## config.mk

```make
export PLATFORM = sky130hd
export DESIGN_NAME = flow_tally_engine
export DESIGN_NICKNAME = d
export VERILOG_FILES = /design/src/rtl/flow_tally_pkg.sv /design/src/rtl/tally_bank.sv /design/src/rtl/tally_fifo.sv /design/src/rtl/tally_read.sv /design/src/rtl/flow_tally_engine.sv
export SDC_FILE = /design/constraint.sdc
export NUM_CORES = 1
export LEC_CHECK = 0
export BUFFER_PORTS_ARGS = -buffer_cell sky130_fd_sc_hd__buf_2
export CORE_UTILIZATION = 39
export DETAILED_ROUTE_END_ITERATION = 7
export PLACE_DENSITY = 0.63
export SYNTH_ARGS = -nofsm -noshare
export SYNTH_HDL_FRONTEND = slang
export SYNTH_SLANG_ARGS = --single-unit
```

## constraint.sdc

```tcl
create_clock -name clk -period 5.7 [get_ports clk]
set_clock_uncertainty 0.2 [all_clocks]
set_input_delay 0.855 -clock clk [delete_from_list [all_inputs] [get_ports clk]]
set_output_delay 0.855 -clock clk [all_outputs]
set_load 0.01 [all_outputs]
```

## src/rtl/flow_tally_pkg.sv

```systemverilog
package flow_tally_pkg;

    localparam int DEF_FLOWS      = 16;
    localparam int DEF_FAST_W     = 5;
    localparam int DEF_WIDE_W     = 64;
    localparam int DEF_FIFO_DEPTH = 4;

    typedef enum logic [2:0] {
        UPD_IDLE,
        UPD_COUNT,
        UPD_FLUSH,
        UPD_SATURATE,
        UPD_LOST
    } upd_kind_e;

    // Decide what an update does to one small counter.
    function automatic upd_kind_e classify_update(
        input logic valid,
        input logic at_edge,
        input logic at_top,
        input logic room
    );
        upd_kind_e k;
        if (!valid)
            k = UPD_IDLE;
        else if (at_edge || at_top)
            k = room ? UPD_FLUSH : (at_top ? UPD_LOST : UPD_SATURATE);
        else
            k = UPD_COUNT;
        return k;
    endfunction

    function automatic logic is_drop(input upd_kind_e k);
        return (k == UPD_SATURATE) || (k == UPD_LOST);
    endfunction

endpackage

```

## src/rtl/tally_bank.sv

```systemverilog
module tally_bank
    import flow_tally_pkg::*;
#(
    parameter int NUM_FLOWS = DEF_FLOWS,
    parameter int FAST_W    = DEF_FAST_W,
    localparam int IDX_W    = $clog2(NUM_FLOWS),
    localparam int AMT_W    = FAST_W + 1
) (
    input  logic             clk,
    input  logic             rst,
    input  logic             upd_valid,
    input  logic [IDX_W-1:0] upd_flow,
    input  logic             room,
    input  logic [IDX_W-1:0] rd_flow,
    output logic [FAST_W-1:0] rd_fast,
    output logic             push,
    output logic [IDX_W-1:0] push_flow,
    output logic [AMT_W-1:0] push_amt,
    output logic             drop_flag
);
    localparam logic [FAST_W-1:0] TOP  = '1;
    localparam logic [FAST_W-1:0] EDGE = TOP - FAST_W'(1);

    logic [FAST_W-1:0] cnt [NUM_FLOWS];
    logic [FAST_W-1:0] cur;
    logic [FAST_W-1:0] nxt;
    upd_kind_e         kind;

    assign cur  = cnt[upd_flow];
    assign kind = classify_update(upd_valid, cur == EDGE, cur == TOP, room);

    always_comb begin
        unique case (kind)
            UPD_COUNT, UPD_SATURATE: nxt = cur + FAST_W'(1);
            UPD_FLUSH:               nxt = '0;
            default:                 nxt = cur;
        endcase
    end

    assign push      = (kind == UPD_FLUSH);
    assign push_flow = upd_flow;
    assign push_amt  = {1'b0, cur} + AMT_W'(1);
    assign drop_flag = is_drop(kind);

    for (genvar g = 0; g < NUM_FLOWS; g++) begin : g_ctr
        always_ff @(posedge clk) begin
            if (rst)
                cnt[g] <= '0;
            else if (kind != UPD_IDLE && upd_flow == IDX_W'(g))
                cnt[g] <= nxt;
        end
    end

    assign rd_fast = cnt[rd_flow];

endmodule

```

## src/rtl/tally_fifo.sv

```systemverilog
module tally_fifo #(
    parameter int DEPTH  = 4,
    parameter int DATA_W = 8,
    localparam int PTR_W = $clog2(DEPTH),
    localparam int CNT_W = $clog2(DEPTH + 1)
) (
    input  logic              clk,
    input  logic              rst,
    input  logic              push,
    input  logic [DATA_W-1:0] din,
    input  logic              pop,
    output logic [DATA_W-1:0] dout,
    output logic              empty,
    output logic              full
);
    logic [DATA_W-1:0] mem [DEPTH];
    logic [PTR_W-1:0]  wr_ptr, rd_ptr;
    logic [CNT_W-1:0]  fill;
    logic              do_push, do_pop;

    function automatic logic [PTR_W-1:0] bump(input logic [PTR_W-1:0] p);
        return (p == PTR_W'(DEPTH - 1)) ? '0 : p + PTR_W'(1);
    endfunction

    assign empty   = (fill == '0);
    assign full    = (fill == CNT_W'(DEPTH));
    assign do_push = push && !full;
    assign do_pop  = pop && !empty;
    assign dout    = mem[rd_ptr];

    always_ff @(posedge clk) begin
        if (do_push)
            mem[wr_ptr] <= din;
    end

    always_ff @(posedge clk) begin
        if (rst) begin
            wr_ptr <= '0;
            rd_ptr <= '0;
            fill   <= '0;
        end else begin
            if (do_push) wr_ptr <= bump(wr_ptr);
            if (do_pop)  rd_ptr <= bump(rd_ptr);
            case ({do_push, do_pop})
                2'b10:   fill <= fill + CNT_W'(1);
                2'b01:   fill <= fill - CNT_W'(1);
                default: fill <= fill;
            endcase
        end
    end

endmodule

```

## src/rtl/tally_read.sv

```systemverilog
module tally_read #(
    parameter int FAST_W = 5,
    parameter int WIDE_W = 64
) (
    input  logic              clk,
    input  logic              rst,
    input  logic              rd_req,
    input  logic [WIDE_W-1:0] rd_base,
    input  logic [FAST_W-1:0] rd_fast,
    output logic              rd_ack,
    output logic [WIDE_W-1:0] rd_total
);
    always_ff @(posedge clk) begin
        if (rst) begin
            rd_ack   <= 1'b0;
            rd_total <= '0;
        end else begin
            rd_ack <= rd_req;
            if (rd_req)
                rd_total <= rd_base + WIDE_W'(rd_fast);
        end
    end

endmodule

```

## src/rtl/flow_tally_engine.sv

```systemverilog
module flow_tally_engine
    import flow_tally_pkg::*;
#(
    parameter int NUM_FLOWS  = DEF_FLOWS,
    parameter int FAST_W     = DEF_FAST_W,
    parameter int WIDE_W     = DEF_WIDE_W,
    parameter int FIFO_DEPTH = DEF_FIFO_DEPTH,
    localparam int IDX_W     = $clog2(NUM_FLOWS),
    localparam int AMT_W     = FAST_W + 1,
    localparam int ENT_W     = IDX_W + AMT_W
) (
    input  logic              clk,
    input  logic              rst,
    input  logic              upd_valid,
    input  logic [IDX_W-1:0]  upd_flow,
    output logic              flush_valid,
    input  logic              flush_ready,
    output logic [IDX_W-1:0]  flush_flow,
    output logic [AMT_W-1:0]  flush_amount,
    output logic              overflow_err,
    input  logic              rd_req,
    input  logic [IDX_W-1:0]  rd_flow,
    input  logic [WIDE_W-1:0] rd_base,
    output logic              rd_ack,
    output logic [WIDE_W-1:0] rd_total
);
    logic              q_full, q_empty;
    logic              push, drop_flag;
    logic [IDX_W-1:0]  push_flow;
    logic [AMT_W-1:0]  push_amt;
    logic [FAST_W-1:0] rd_fast;
    logic [ENT_W-1:0]  q_out;

    tally_bank #(.NUM_FLOWS(NUM_FLOWS), .FAST_W(FAST_W)) u_bank (
        .clk       (clk),
        .rst       (rst),
        .upd_valid (upd_valid),
        .upd_flow  (upd_flow),
        .room      (!q_full),
        .rd_flow   (rd_flow),
        .rd_fast   (rd_fast),
        .push      (push),
        .push_flow (push_flow),
        .push_amt  (push_amt),
        .drop_flag (drop_flag)
    );

    tally_fifo #(.DEPTH(FIFO_DEPTH), .DATA_W(ENT_W)) u_queue (
        .clk   (clk),
        .rst   (rst),
        .push  (push),
        .din   ({push_flow, push_amt}),
        .pop   (flush_ready),
        .dout  (q_out),
        .empty (q_empty),
        .full  (q_full)
    );

    tally_read #(.FAST_W(FAST_W), .WIDE_W(WIDE_W)) u_read (
        .clk      (clk),
        .rst      (rst),
        .rd_req   (rd_req),
        .rd_base  (rd_base),
        .rd_fast  (rd_fast),
        .rd_ack   (rd_ack),
        .rd_total (rd_total)
    );

    assign flush_valid  = !q_empty;
    assign flush_flow   = q_out[ENT_W-1:AMT_W];
    assign flush_amount = q_out[AMT_W-1:0];

    always_ff @(posedge clk) begin
        if (rst) overflow_err <= 1'b0;
        else     overflow_err <= drop_flag;
    end

endmodule

```

* Word-level counts from Yosys, hierarchy flattened *
Memories as Yosys holds them, arrays and structs flattened. A register that Yosys moved wholly into a read port is not among the register bits.
Cells that the tools add are included.

storage, ports and cells
  RAM bits = 120
  bits in registers = 73
  word-level logic and storage cells = 162
  memories kept = 2

memory list
  memory       words  width  read ports  clocked after Yosys merged registers in  write ports  RTL line          text
  u_bank.cnt   16     5      2           0                                        16           tally_bank.sv:24  logic [FAST_W-1:0] cnt [NUM_FLOWS];
  u_queue.mem  4      10     1           1                                        1            tally_fifo.sv:16  logic [DATA_W-1:0] mem [DEPTH];

cells by class
  equality and inequality tests = 26
  mux-type cells = 78
  reductions and logical operators = 27
  bitwise gates (word level) = 16
  add/sub/neg operators = 7

operator list
  operator               count
  $mux W5                16
  $add A64 B5 Y64        1
  $mux W1                52
  $eq A4 B4 Y1 const B   8
  $logic_and A1 B1 Y1    18
  $eq A4 B3 Y1 const B   4
  $or A1 B1 Y1           16
  $mux W3                4
  $eq A5 B5 Y1 const B   2
  $pmux W5 S2            1
  $eq A4 B2 Y1 const B   2
  $mux W2                4
  $add A5 B1 Y6 const B  1
  $eq A2 B2 Y1 const B   3
  $eq A3 B2 Y1 const B   2
  $eq A3 B3 Y1 const B   2
  $pmux W3 S2            1
  $add A5 B1 Y5 const B  1
  $add A2 B1 Y2 const B  2
  $eq A4 B1 Y1 const B   1
  $logic_not A4 Y1       1
  $add A3 B1 Y3 const B  1
  $eq A3 B1 Y1 const B   1
  $logic_not A3 Y1       1
  7 further kinds        9

* Longest topological paths before layout *
Gate-level depths: netlist of run 1.
An unclocked memory read counts as a cell.

  depth after elaboration = 12
  depth in mapped cells = 18
  gate-level depth less buffers = 16

* Modules after synthesis *
From an unflattened synthesis of run 1, not the netlist that was laid out.

unflattened totals
  cells, all modules = 948
  area, all modules = 10,646.5 sq um

by module, submodules not included
  module             seq. area each (sq um)  area each (sq um)  cells each  times used
  tally_bank         2,402.3                 4,629.4            330         1
  tally_read         1,301.2                 4,042.6            508         1
  tally_fifo         1,381.3                 1,933.1            106         1
  flow_tally_engine  20.0                    41.3               4           1

* Worst setup path after synthesis of run 1 *
OpenSTA, ideal clock, no wires.

  kind = input to register
  start = input upd_flow[1]
  end = register u_queue.fill[2]
  path slack = 727 ps
  arrival = 4,702 ps
  required time = 5,430 ps
  stages on the path = 18
  path through = clkbuf_1 -> clkbuf_1 -> mux4_2 -> a22o_1 -> a221oi_4 -> inv_2 -> ha_1 -> and3_1 -> ha_1 -> a41oi_1 -> nor2_1 -> inv_1 -> ha_1 -> inv_1 -> fa_1 -> xor2_1 -> or3_1 -> a21oi_1

between the ends
  cells in the longest elaborated chain, start to end = 10
  elaborated cells on any way between the ends = 14
  classes of those cells = eq/ne: 5; mux: 5; reduce/logical: 3; memory: 1

ends and longest elaborated chain
  element                                                   RTL line                 text
  start: declaration                                        flow_tally_engine.sv:15  input logic [IDX_W-1:0] upd_flow,
  $mem_v2 Z16 W5 (*)                                        n/a
  $eq A5 B5 Y1                                              tally_bank.sv:30         assign kind = classify_update(upd_valid, cur == EDGE, cur == TOP, room);
  $mux W3 (2 in series)                                     flow_tally_pkg.sv:27     k = room ? UPD_FLUSH : (at_top ? UPD_LOST : UPD_SATURATE);
  $mux W3 (*)                                               flow_tally_pkg.sv:26     else if (at_edge || at_top)
  $mux W3 (*)                                               flow_tally_pkg.sv:24     if (!valid)
  $eq A3 B2 Y1 (*)                                          tally_bank.sv:40         assign push = (kind == UPD_FLUSH);
  $logic_and A1 B1 Y1 (*)                                   tally_fifo.sv:27         assign do_push = push && !full;
  $eq A2 B1 Y1 / $eq A2 B2 Y1 (equally long branches)       tally_fifo.sv:44         case ({do_push, do_pop})
  $pmux W3 S2 / $reduce_bool A2 Y1 (equally long branches)  n/a
  end signal: assignment                                    tally_fifo.sv:45         2'b10: fill <= fill + CNT_W'(1);
  end signal: assignment                                    tally_fifo.sv:46         2'b01: fill <= fill - CNT_W'(1);
  end signal: assignment                                    tally_fifo.sv:47         default: fill <= fill;
  end: declaration                                          tally_fifo.sv:18         logic [CNT_W-1:0] fill;

Every way passes the cells marked *; elsewhere a longest branch is shown, timed or not.
A chain may end at the register's enable or synchronous reset.

* Worst setup path in the final report of run 1 *
  start = input rd_flow[0]
  end = register u_read.rd_total[57]

between the ends
  cells in the longest elaborated chain, start to end = 2

ends and longest elaborated chain
  element                 RTL line                 text
  start: declaration      flow_tally_engine.sv:22  input logic [IDX_W-1:0] rd_flow,
  $mem_v2 Z16 W5          n/a
  $add A64 B5 Y64         tally_read.sv:20         rd_total <= rd_base + WIDE_W'(rd_fast);
  end signal: assignment  tally_read.sv:20
  end: declaration        tally_read.sv:11         output logic [WIDE_W-1:0] rd_total

Every way passes these cells.

==> reports/summary.json, run 1 <==
{
  "synth_top_area_cell": "sky130_fd_sc_hd__edfxtp_1",
  "synth_edf_count": 120,
  "hold-path-cell-count": 2,
  "mappedNetlistArea_sq_um": 10500,
  "hold_viol_final": 0,
  "crit_path_top_delay_cell": "sky130_fd_sc_hd__mux4_2",
  "min_to": "u_read.rd_total[5]",
  "timing.final.crit_share": 0.836,
  "detail_route.wirelength_microns": 28500,
  "status": "finished with violations",
  "finish.utilization": 0.462,
  "finalWeightedCongestion": 0.861,
  "layout.cell_area.non_filler_sq_um": 12100,
  "finish.cell_count_without_fillers": 1407,
  "critical_path.most_common_cell": "sky130_fd_sc_hd__mux4_2",
  "r2r_slack_ns": 1.50,
  "sequential_cell_area_fraction_in_the_yosys_report": 0.487,
  "dp_cells": 1373,
  "grt_pass1_wl_microns": 45000,
  "cpLargestDelayFamily": "compound AO/OA/AOI/OAI gates",
  "worst_skew_pair.late_latency_ns": 0.44,
  "tritoncts": "built",
  "routed-wl-met3_microns": 1640,
  "fp.dieArea_sq_um": 27500,
  "drive_gt1_frac": 0.269,
  "pin_count_of_the_biggest_net_entering_global_routing": 105,
  "cts_made_buffers": 17,
  "crit_arrival_ns": 4.88,
  "reg_to_reg_critical_path_startpoint": "u_bank.cnt[2][1]",
  "vias_per_cell": 5.86,
  "timing.rr.end": "u_read.rd_total[57]",
  "yosys_register_bits": 195,
  "hold_path.startpoint": "u_read.rd_total[5]",
  "antenna_violating_nets_post_route": 0,
  "floorplan.rows": 59,
  "drt-pass1-iter-count": 7,
  "setup-tns-final_ns": 0,
  "grt_remaining_overflow": 0,
  "met2_wirelength_microns": 13400,
  "die_width_microns": 166,
  "drt-wirelength-per-cell_microns": 20.2,
  "synthToLayoutAreaGrowth_pct": 15.5,
  "io_buffers": 153,
  "synthTopCellsByArea": "sky130_fd_sc_hd__edfxtp_1 (34%), sky130_fd_sc_hd__dfxtp_1 (14%), sky130_fd_sc_hd__mux4_2 (11%)",
  "cts.sinks": 195,
  "ff2ff_path_depth": 10,
  "drc": 9,
  "crit_chain": "buf_2 -> mux4_2 -> mux4_2 -> ha_1 -> a21o_1 -> a21oi_1 -> o21bai_1 -> a31oi_4 -> buf_4 -> o41a_1 -> a2111oi_0",
  "critical_path.n_buffers_inverters": 2,
  "cts_post_setup_buffers_inserted": 0,
  "clk_transition_reported_paths_ns": 0.08,
  "floorplan.initialDensity": 0.400,
  "max-cap-violations": 0,
  "finalCriticalPeriod_ns": 4.77,
  "power.leakage_uw": 0.00448,
  "async_flop_share": 0,
  "ctsRootBufferMaster": "sky130_fd_sc_hd__clkbuf_16",
  "antenna_found_initial": 2,
  "first_global_vias": 7931,
  "failed_checks": "design-rule violations",
  "cts.hold.buffers_added": 0,
  "tightest_slew_ns": 1.02,
  "rsz0062_at_grt": "false",
  "critical-path-max-stage-delay_ns": 0.58,
  "synth_flop_cell": "sky130_fd_sc_hd__edfxtp_1",
  "power_density_nw_per_um2": 275,
  "worstPathRequired_ns": 5.82,
  "post_cts_resize_count": 0,
  "synth_top_cell_area_share": 0.344,
  "worst-path-stages": 11,
  "max-slew-margin-rel": 0.320,
  "routed.top_layer": "met4",
  "peakVddDrop_v": 0.000214,
  "worstHoldPathType": "flip-flop to flip-flop",
  "wl_met1_microns": 12300,
  "max_freq_ghz": 0.210,
  "i_o_pins": 154,
  "dieHeight_microns": 166,
  "timing_max_transition_violations_final": 0,
  "end_kind": "flip-flop",
  "grt.total_usage": 0.211,
  "fin_nets": 1150,
  "via_count": 8241,
  "drt_iter0_drc": 780,
  "syn_inst": 933,
  "yosysWarningCount": 0,
  "mappedNetlistNets": 1026,
  "max-clock-path-buffers": 2,
  "hpwl_microns": 20100,
  "core_region_area_sq_um": 26200,
  "cts_htree_levels": 4,
  "yosys.cell_types.count": 66,
  "setup_viol": 0,
  "cp-start-kind": "primary input",
  "critPathMaxFanout": 37,
  "synth_area_per_cell_sq_um": 11.2,
  "worst-setup-path-type": "primary input to flip-flop",
  "detailed_place.area_sq_um": 11500
}
-- worst min-delay path, delay by kind of cell, from the launching register on --
kind            cells  cell delay [ns]
simple gates        1             0.06
compound gates      1             0.05
flops               1             0.31
-- stage by stage --
step	hold WS, ns	worst slack, ns	total power [uW]
3_3_place_gp	0.257	0.578	2120
6_report	0.270	0.934	3330
5_1_grt	0.286	0.617	3450
2_1_floorplan	0.254	0.727	1930
4_1_cts	0.273	0.903	3350
3_5_place_dp	0.263	0.451	2120
-- synthesized netlist by cell type (all sizes together), types with 3 or more instances --
library cell	instances
nor2	166
mux4	55
mux2i	3
and2	13
a2111oi	4
nand4	25
o41a	4
o31ai	16
and4	9
a22o	4
buf	13
o311a	10
or3b	3
a21o	18
a21oi	13
a311oi	31
o21bai	3
clkbuf	50
o21ai	15
xor2	6
ha	14
nand2	70
nor3	9
inv	31
edfxtp	120
and3	10
nor4	36
dfxtp	75
a22oi	5
nand3	21
nor2b	6
a211oi	14
or3	12
o41ai	4
or4	16
xnor2	12
-- kinds of logic after synthesis --
family / Yosys count / share of synthesized area
AND/OR/NAND/NOR: 399 / 0.188
XOR/XNOR: 18 / 0.0150
buffers and inverters: 95 / 0.0417
adder cells (fa/ha/maj): 16 / 0.0205
AO/OA/AOI/OAI: 152 / 0.124
flip-flops: 195 / 0.487
multiplexers: 58 / 0.124
-- placed cells by master, fill, tap and decap left out, types with 16 or more instances in the layout --
master                      netlist  final
sky130_fd_sc_hd__nand2_1         70     70
sky130_fd_sc_hd__mux4_2          51     51
sky130_fd_sc_hd__nor2_1         155    155
sky130_fd_sc_hd__a21o_1          18     18
sky130_fd_sc_hd__edfxtp_1       120    120
sky130_fd_sc_hd__buf_4            0     17
sky130_fd_sc_hd__o31ai_1         16     16
sky130_fd_sc_hd__or4_1           16     16
sky130_fd_sc_hd__a311oi_1        30     30
sky130_fd_sc_hd__clkbuf_16        0     17
sky130_fd_sc_hd__nand3_1         21     21
sky130_fd_sc_hd__buf_2            3    151
sky130_fd_sc_hd__dfxtp_1         75     75
sky130_fd_sc_hd__nor4_1          35     35
sky130_fd_sc_hd__nand4_1         24     24
sky130_fd_sc_hd__inv_1           30     30
-- report_power, final --
| group | internal (uW) | leakage [uW] | switching, uW | total, uW |
|---|---|---|---|---|
| Clock | 605 | 0.000302 | 629 | 1230 |
| Combinational | 187 | 0.00237 | 315 | 503 |
| Sequential | 1560 | 0.00181 | 35.3 | 1590 |
-- how the worst max path moves through the flow --
stage	start	endpoint
global placement	rd_flow[0]	u_read.rd_total[57]
floorplan	upd_flow[1]	u_queue.fill[2]
CTS	rd_flow[0]	u_read.rd_total[57]
detailed placement	rd_flow[0]	u_read.rd_total[57]
global route	rd_flow[0]	u_read.rd_total[57]
finish	rd_flow[0]	u_read.rd_total[57]
-- final cells by class --
| type | instances | area, sq um |
|---|---|---|
| Multi-Input combinational cell | 643 | 4960 |
| Clock buffer | 17 | 425 |
| Sequential cell | 195 | 5100 |
| Inverter | 32 | 120 |
| Clock inverter | 15 | 198 |
| Fill cell | 2386 | 14100 |
| Tap cell | 335 | 419 |
| Antenna cell | 2 | 5.00 |
| Timing Repair Buffer | 168 | 883 |
-- registers in the layout, indices dropped and copies added, names as in the netlist, named ones only --
name,cells
u_queue.wr_ptr,2
u_bank.cnt,80
u_queue.fill,3
u_queue.rd_ptr,2
u_queue.mem,40
u_read.rd_total,64
u_read.rd_ack,1
overflow_err,1
-- per-layer routing --
layer | up-vias | global-route usage
met5 | - | 0
met4 | 0 | 0.104
met3 | 64 | 0.0398
met2 | 294 | 0.331
met1 | 4037 | 0.280
li1 | 3846 | -
No activity file was read; power rests on OpenSTA's default activity.
==> run 2: changes to the inputs <==
--- a/config.mk
+++ b/config.mk
@@ -8,7 +8,7 @@
 export BUFFER_PORTS_ARGS = -buffer_cell sky130_fd_sc_hd__buf_2
 export CORE_UTILIZATION = 39
 export DETAILED_ROUTE_END_ITERATION = 7
-export PLACE_DENSITY = 0.63
+export PLACE_DENSITY = 0.65
 export SYNTH_ARGS = -nofsm -noshare
 export SYNTH_HDL_FRONTEND = slang
 export SYNTH_SLANG_ARGS = --single-unit
==> constraint.sdc (replaced) <==
create_clock -name clk -period 4.2 [get_ports clk]
set_clock_uncertainty 0.2 [all_clocks]
set_input_delay 0.63 -clock clk [delete_from_list [all_inputs] [get_ports clk]]
set_output_delay 0.63 -clock clk [all_outputs]
set_load 0.01 [all_outputs]
==> reports/summary.json, run 2 (synthesis gave the netlist of run 1 again) <==
{
  "drt_iter0_drc": 812,
  "number_of_inserted_filler_cells_in_the_final_layout": 2347,
  "worst_skew_pair.late_latency_ns": 0.44,
  "via_count": 8370,
  "crit_chain": "buf_2 -> buf_12 -> mux4_2 -> mux4_2 -> ha_1 -> a21o_1 -> a21oi_1 -> buf_4 -> o21ba_2 -> nor4_1 -> a311oi_1 -> nor4_1",
  "drc": 14,
  "floorplan.initialDensity": 0.400,
  "setup-tns-final_ns": 0,
  "clk_transition_reported_paths_ns": 0.09,
  "r2r_slack_ns": 0.43,
  "drt-pass1-iter-count": 7,
  "failed_checks": "design-rule violations",
  "reg_to_reg_critical_path_startpoint": "u_bank.cnt[2][1]",
  "tritoncts": "built",
  "cts.sinks": 195,
  "fp.dieArea_sq_um": 27500,
  "power.leakage_uw": 0.00475,
  "grt_remaining_overflow": 0,
  "layout.cell_area.non_filler_sq_um": 12600,
  "cts_made_buffers": 17,
  "grt.total_usage": 0.210,
  "synthToLayoutAreaGrowth_pct": 20.4,
  "first_global_vias": 7977,
  "hold_viol_final": 0,
  "status": "finished with violations",
  "i_o_pins": 154,
  "vias_per_cell": 5.76,
  "die_width_microns": 166,
  "cts_post_setup_buffers_inserted": 0,
  "max_reg_flops": 80,
  "peakVddDrop_v": 0.000271,
  "crit_start": "rd_flow[0]",
  "setup_viol": 0,
  "timing.rr.end": "u_read.rd_total[15]",
  "dieHeight_microns": 166,
  "seqCellArea_sq_um": 5100,
  "top_regs": "u_bank.cnt: 80 flops, u_read.rd_total: 64 flops, u_queue.mem: 40 flops",
  "layout_common_cells": "sky130_fd_sc_hd__nor2_1 (154), sky130_fd_sc_hd__buf_2 (151), sky130_fd_sc_hd__edfxtp_1 (120)",
  "critical-path-max-stage-delay_ns": 0.65,
  "antenna_violating_nets_post_route": 0,
  "mostFrequentLayoutCell": "sky130_fd_sc_hd__nor2_1",
  "finalWeightedCongestion": 0.894,
  "floorplan.rows": 59,
  "crit_path_top_delay_cell": "sky130_fd_sc_hd__nor4_1",
  "multiInputGateArea_sq_um": 5010,
  "cts_htree_levels": 4,
  "cp-start-kind": "primary input",
  "hold_path.startpoint": "u_read.rd_total[5]",
  "drive_gt1_frac": 0.308,
  "post_cts_resize_count": 0,
  "max_freq_ghz": 0.259,
  "setup.worst_path.end": "u_read.rd_total[40]",
  "rsz0062_at_grt": "false",
  "io_buffers": 153,
  "finalCriticalPeriod_ns": 3.87,
  "max-cap-violations": 0,
  "worstHoldPathType": "flip-flop to flip-flop",
  "timing.final.crit_share": 0.921,
  "antenna_found_initial": 1,
  "tightest_slew_ns": 0.917,
  "grt_pass1_wl_microns": 45200,
  "critPathMaxFanout": 18,
  "crit_arrival_ns": 4.02,
  "drt-wirelength-per-cell_microns": 19.6,
  "detail_route.wirelength_microns": 28500,
  "grt_use_met3": 0.0408,
  "hpwl_microns": 20800,
  "post_layout_power_uw": 4610,
  "grt_use_met2": 0.332,
  "core_region_area_sq_um": 26200,
  "detailed_place.area_sq_um": 12000,
  "grtUsageMet1": 0.280,
  "gr-max-usage-layer": "met2",
  "power_density_nw_per_um2": 365,
  "timing_max_transition_violations_final": 0,
  "max-clock-path-buffers": 2,
  "ff2ff_path_depth": 10,
  "worst-setup-path-type": "primary input to flip-flop",
  "pin_count_of_the_biggest_net_entering_global_routing": 81,
  "worstPathRequired_ns": 4.35,
  "max-slew-margin-rel": 0.387,
  "end_kind": "flip-flop",
  "ctsRootBufferMaster": "sky130_fd_sc_hd__clkbuf_16",
  "fin_nets": 1198,
  "max_flop_register": "u_bank.cnt",
  "cts.hold.buffers_added": 0
}
==> run 2: cell types whose count changed in the layout (fill, tap and decap cells not counted), sizes merged <==
cell      before  now
clkinv        10    7
clkinvlp       0    1
inv           37   39
diode          2    1
buf          168  216
==> run 2: stage by stage <==
step	util	setup slack, ns	instances	hold WS [ns]
after detailed placement	0.458	-0.151	1421	0.258
after CTS	0.482	0.306	1453	0.268
after global routing	0.482	0.153	1454	0.287
after floorplan	-	-0.0935	933	0.254
final	0.482	0.334	1454	0.265
after global placement	0.458	-0.0629	1421	0.252
==> run 2: area by class of cell <==
class                   count  area share
clock buffers              17      0.0337
diodes                      1    0.000198
inverters                  32     0.00952
flip-flops and latches    195       0.404
repair buffers            216       0.106
clock inverters            15      0.0153
well taps                 335      0.0332
multi-input cells         643       0.397
==> run 2: worst min-delay path by stage <==
stage	cells after the start	end	slack (ns)
global placement	2	u_read.rd_total[5]	0.25
floorplan	2	flip-flop	0.25
detailed placement	2	u_read.rd_total[5]	0.26
finish	2	u_read.rd_total[5]	0.27
global route	2	u_read.rd_total[5]	0.29
CTS	2	u_read.rd_total[5]	0.27
==> run 2: critical path, delay by kind of cell <==
| family | cells | cell delay [ns] |
|---|---|---|
| buf+inv | 3 | 0.42 |
| mux | 2 | 1.02 |
| fa+ha+maj | 1 | 0.34 |
| simple gates | 2 | 0.92 |
| compound gates | 4 | 0.68 |
==> run 2: per-layer routing <==
layer	routed length [microns]	vias up
met5	0	-
met3	1760	51
li1	-	3957
met1	12300	4047
met4	980	0
met2	13500	315
==> run 2: where the power goes <==
group	leakage, uW	switching, uW	internal [uW]
registers	0.00181	50.6	2110
clock network	0.000296	851	821
logic	0.00264	442	328
total	0.00475	1340	3260
==> run 3: changes to the inputs <==
--- a/config.mk
+++ b/config.mk
@@ -6,9 +6,10 @@
 export NUM_CORES = 1
 export LEC_CHECK = 0
 export BUFFER_PORTS_ARGS = -buffer_cell sky130_fd_sc_hd__buf_2
-export CORE_UTILIZATION = 39
+export CORE_MARGIN = 2
+export CORE_UTILIZATION = 52
 export DETAILED_ROUTE_END_ITERATION = 7
-export PLACE_DENSITY = 0.65
+export PLACE_DENSITY = 0.82
 export SYNTH_ARGS = -nofsm -noshare
 export SYNTH_HDL_FRONTEND = slang
 export SYNTH_SLANG_ARGS = --single-unit
==> reports/summary.json, run 3 (synthesis gave the netlist of run 1 again) <==
{
  "status": "complete, no violations",
  "critical_path.n_buffers_inverters": 5,
  "cpLargestDelayFamily": "adder cells",
  "first_global_vias": 8175,
  "tritoncts": "built",
  "min_to": "u_read.rd_total[5]",
  "worstPathRequired_ns": 4.38,
  "max-slew-margin-rel": 0.328,
  "worstHoldPathType": "flip-flop to flip-flop",
  "crit_chain": "buf_2 -> buf_4 -> mux4_2 -> a221oi_2 -> inv_1 -> ha_4 -> and3_4 -> ha_4 -> a41oi_4 -> nor2_2 -> inv_1 -> ha_2 -> inv_2 -> fa_2 -> xor2_1 -> or3_1 -> a21oi_1",
  "cp-start-kind": "primary input",
  "power_density_nw_per_um2": 367,
  "drc": 0,
  "max_flop_register": "u_bank.cnt",
  "tightest_slew_ns": 1.01,
  "io_buffers": 153,
  "hpwl_microns": 19900,
  "setup-tns-final_ns": 0,
  "peakVddDrop_v": 0.000262,
  "cts.sinks": 195,
  "setup_viol": 0,
  "ff2ff_path_depth": 10,
  "core_region_area_sq_um": 19700,
  "antenna_violating_nets_post_route": 0,
  "cts.hold.buffers_added": 0,
  "synthToLayoutAreaGrowth_pct": 19.1,
  "finish.cell_count_without_fillers": 1377,
  "fp.dieArea_sq_um": 21300,
  "grt_pass1_wl_microns": 44500,
  "r2r_slack_ns": 0.46,
  "drt_iter0_drc": 1006,
  "antenna_found_initial": 2,
  "mostFrequentLayoutCell": "sky130_fd_sc_hd__nor2_1",
  "max-clock-path-buffers": 2,
  "clk_transition_reported_paths_ns": 0.07,
  "crit_arrival_ns": 4.04,
  "worst-setup-path-type": "primary input to flip-flop",
  "post_cts_resize_count": 0,
  "floorplan.rows": 51,
  "dp_cells": 1344,
  "end_kind": "flip-flop",
  "ctsRootBufferMaster": "sky130_fd_sc_hd__clkbuf_16",
  "fin_nets": 1191,
  "grt.total_usage": 0.265,
  "die_width_microns": 146,
  "timing.rr.end": "u_read.rd_total[40]",
  "drt-wirelength-per-cell_microns": 20.3,
  "pin_count_of_the_biggest_net_entering_global_routing": 109,
  "drt-pass1-iter-count": 5,
  "hold_path.startpoint": "u_read.rd_total[5]",
  "floorplan.initialDensity": 0.533,
  "worst_skew_pair.late_latency_ns": 0.44,
  "finalWeightedCongestion": 0.892,
  "i_o_pins": 154,
  "cts_post_setup_buffers_inserted": 0,
  "via_count": 8706,
  "power.leakage_uw": 0.00472,
  "critPathMaxFanout": 11,
  "critical-path-max-stage-delay_ns": 0.53,
  "finalCriticalPeriod_ns": 3.87,
  "vias_per_cell": 6.32,
  "max_freq_ghz": 0.259,
  "cts_htree_levels": 4,
  "rsz0062_at_grt": "false",
  "hold-path-cell-count": 2,
  "top_regs": "u_bank.cnt: 80 flops, u_read.rd_total: 64 flops, u_queue.mem: 40 flops",
  "timing_max_transition_violations_final": 0,
  "hold_viol_final": 0,
  "dieHeight_microns": 146,
  "detail_route.wirelength_microns": 28000,
  "timing.final.crit_share": 0.921,
  "grt_remaining_overflow": 0,
  "max-cap-violations": 0,
  "cts_made_buffers": 17,
  "layout_common_cells": "sky130_fd_sc_hd__nor2_1 (154), sky130_fd_sc_hd__buf_2 (151), sky130_fd_sc_hd__edfxtp_1 (120)",
  "crit_path_top_delay_cell": "sky130_fd_sc_hd__mux4_2",
  "max_reg_flops": 80,
  "drive_gt1_frac": 0.303,
  "reg_to_reg_critical_path_startpoint": "u_bank.cnt[11][2]"
}
-- run 3: cell count changes in the layout (fill, tap and decap cells not counted), moves of 2 or more --
cell	delta
sky130_fd_sc_hd__buf_4	-7
sky130_fd_sc_hd__clkbuf_16	+2
sky130_fd_sc_hd__inv_12	-2
sky130_fd_sc_hd__clkinv_8	-2
-- run 3: area by class of cell --
type	count	area (sq um)
fill	1525	7170
sequential	195	5100
multi-input combinational	643	5020
timing repair buffer	209	1290
clock buffer	20	479
tap	265	332
clock inverter	12	134
inverter	32	120
antenna	1	2.50
-- run 3: routing by layer --
| metal | global-route usage | part of all wire | vias up |
|---|---|---|---|
| li1 | - | - | 3927 |
| met1 | 0.352 | 0.39 | 4207 |
| met2 | 0.424 | 0.48 | 489 |
| met3 | 0.0571 | 0.093 | 81 |
| met4 | 0.113 | 0.037 | 2 |
| met5 | 0 | 0.00046 | - |
-- run 3: worst max path at each step --
stage                start                  end  slack, ns  depth (start not counted)
4_1_cts         rd_flow[0]  u_read.rd_total[40]       0.19                         12
3_3_place_gp    rd_flow[0]  u_read.rd_total[40]      -0.05                         12
5_1_grt        upd_flow[0]      u_queue.fill[2]       0.11                         17
2_1_floorplan  upd_flow[0]      u_queue.fill[2]      -0.09                         18
3_5_place_dp    rd_flow[0]  u_read.rd_total[40]      -0.26                         12
6_report       upd_flow[0]      u_queue.fill[2]       0.33                         17
-- run 3: worst register-to-register path, stage by stage, from the launching register on --
cell,delay (ns)
sky130_fd_sc_hd__edfxtp_1,0.43
sky130_fd_sc_hd__mux4_2,0.50
sky130_fd_sc_hd__mux4_2,0.49
sky130_fd_sc_hd__ha_1,0.34
sky130_fd_sc_hd__a21o_1,0.13
sky130_fd_sc_hd__a21oi_1,0.08
sky130_fd_sc_hd__buf_4,0.14
sky130_fd_sc_hd__o21ba_2,0.26
sky130_fd_sc_hd__nor4_2,0.47
sky130_fd_sc_hd__a311oi_1,0.16
sky130_fd_sc_hd__nor4_1,0.40
-- run 3: power by group --
group | leakage [uW] | internal, uW | switching, uW
logic | 0.00260 | 325 | 439
clock network | 0.000301 | 865 | 791
registers | 0.00181 | 2110 | 50.7
total | 0.00472 | 3310 | 1280
-- run 3: metrics by stage --
stage	setup WS (ns)	area [sq um]	power, uW	hold slack (ns)	util
floorplan	-0.0935	10600	2630	0.254	-
global placement	-0.0540	11900	2930	0.248	0.604
detailed placement	-0.255	11900	2960	0.256	0.604
CTS	0.192	12500	4590	0.267	0.635
global route	0.108	12500	4740	0.294	0.635
finish	0.334	12500	4590	0.263	0.635
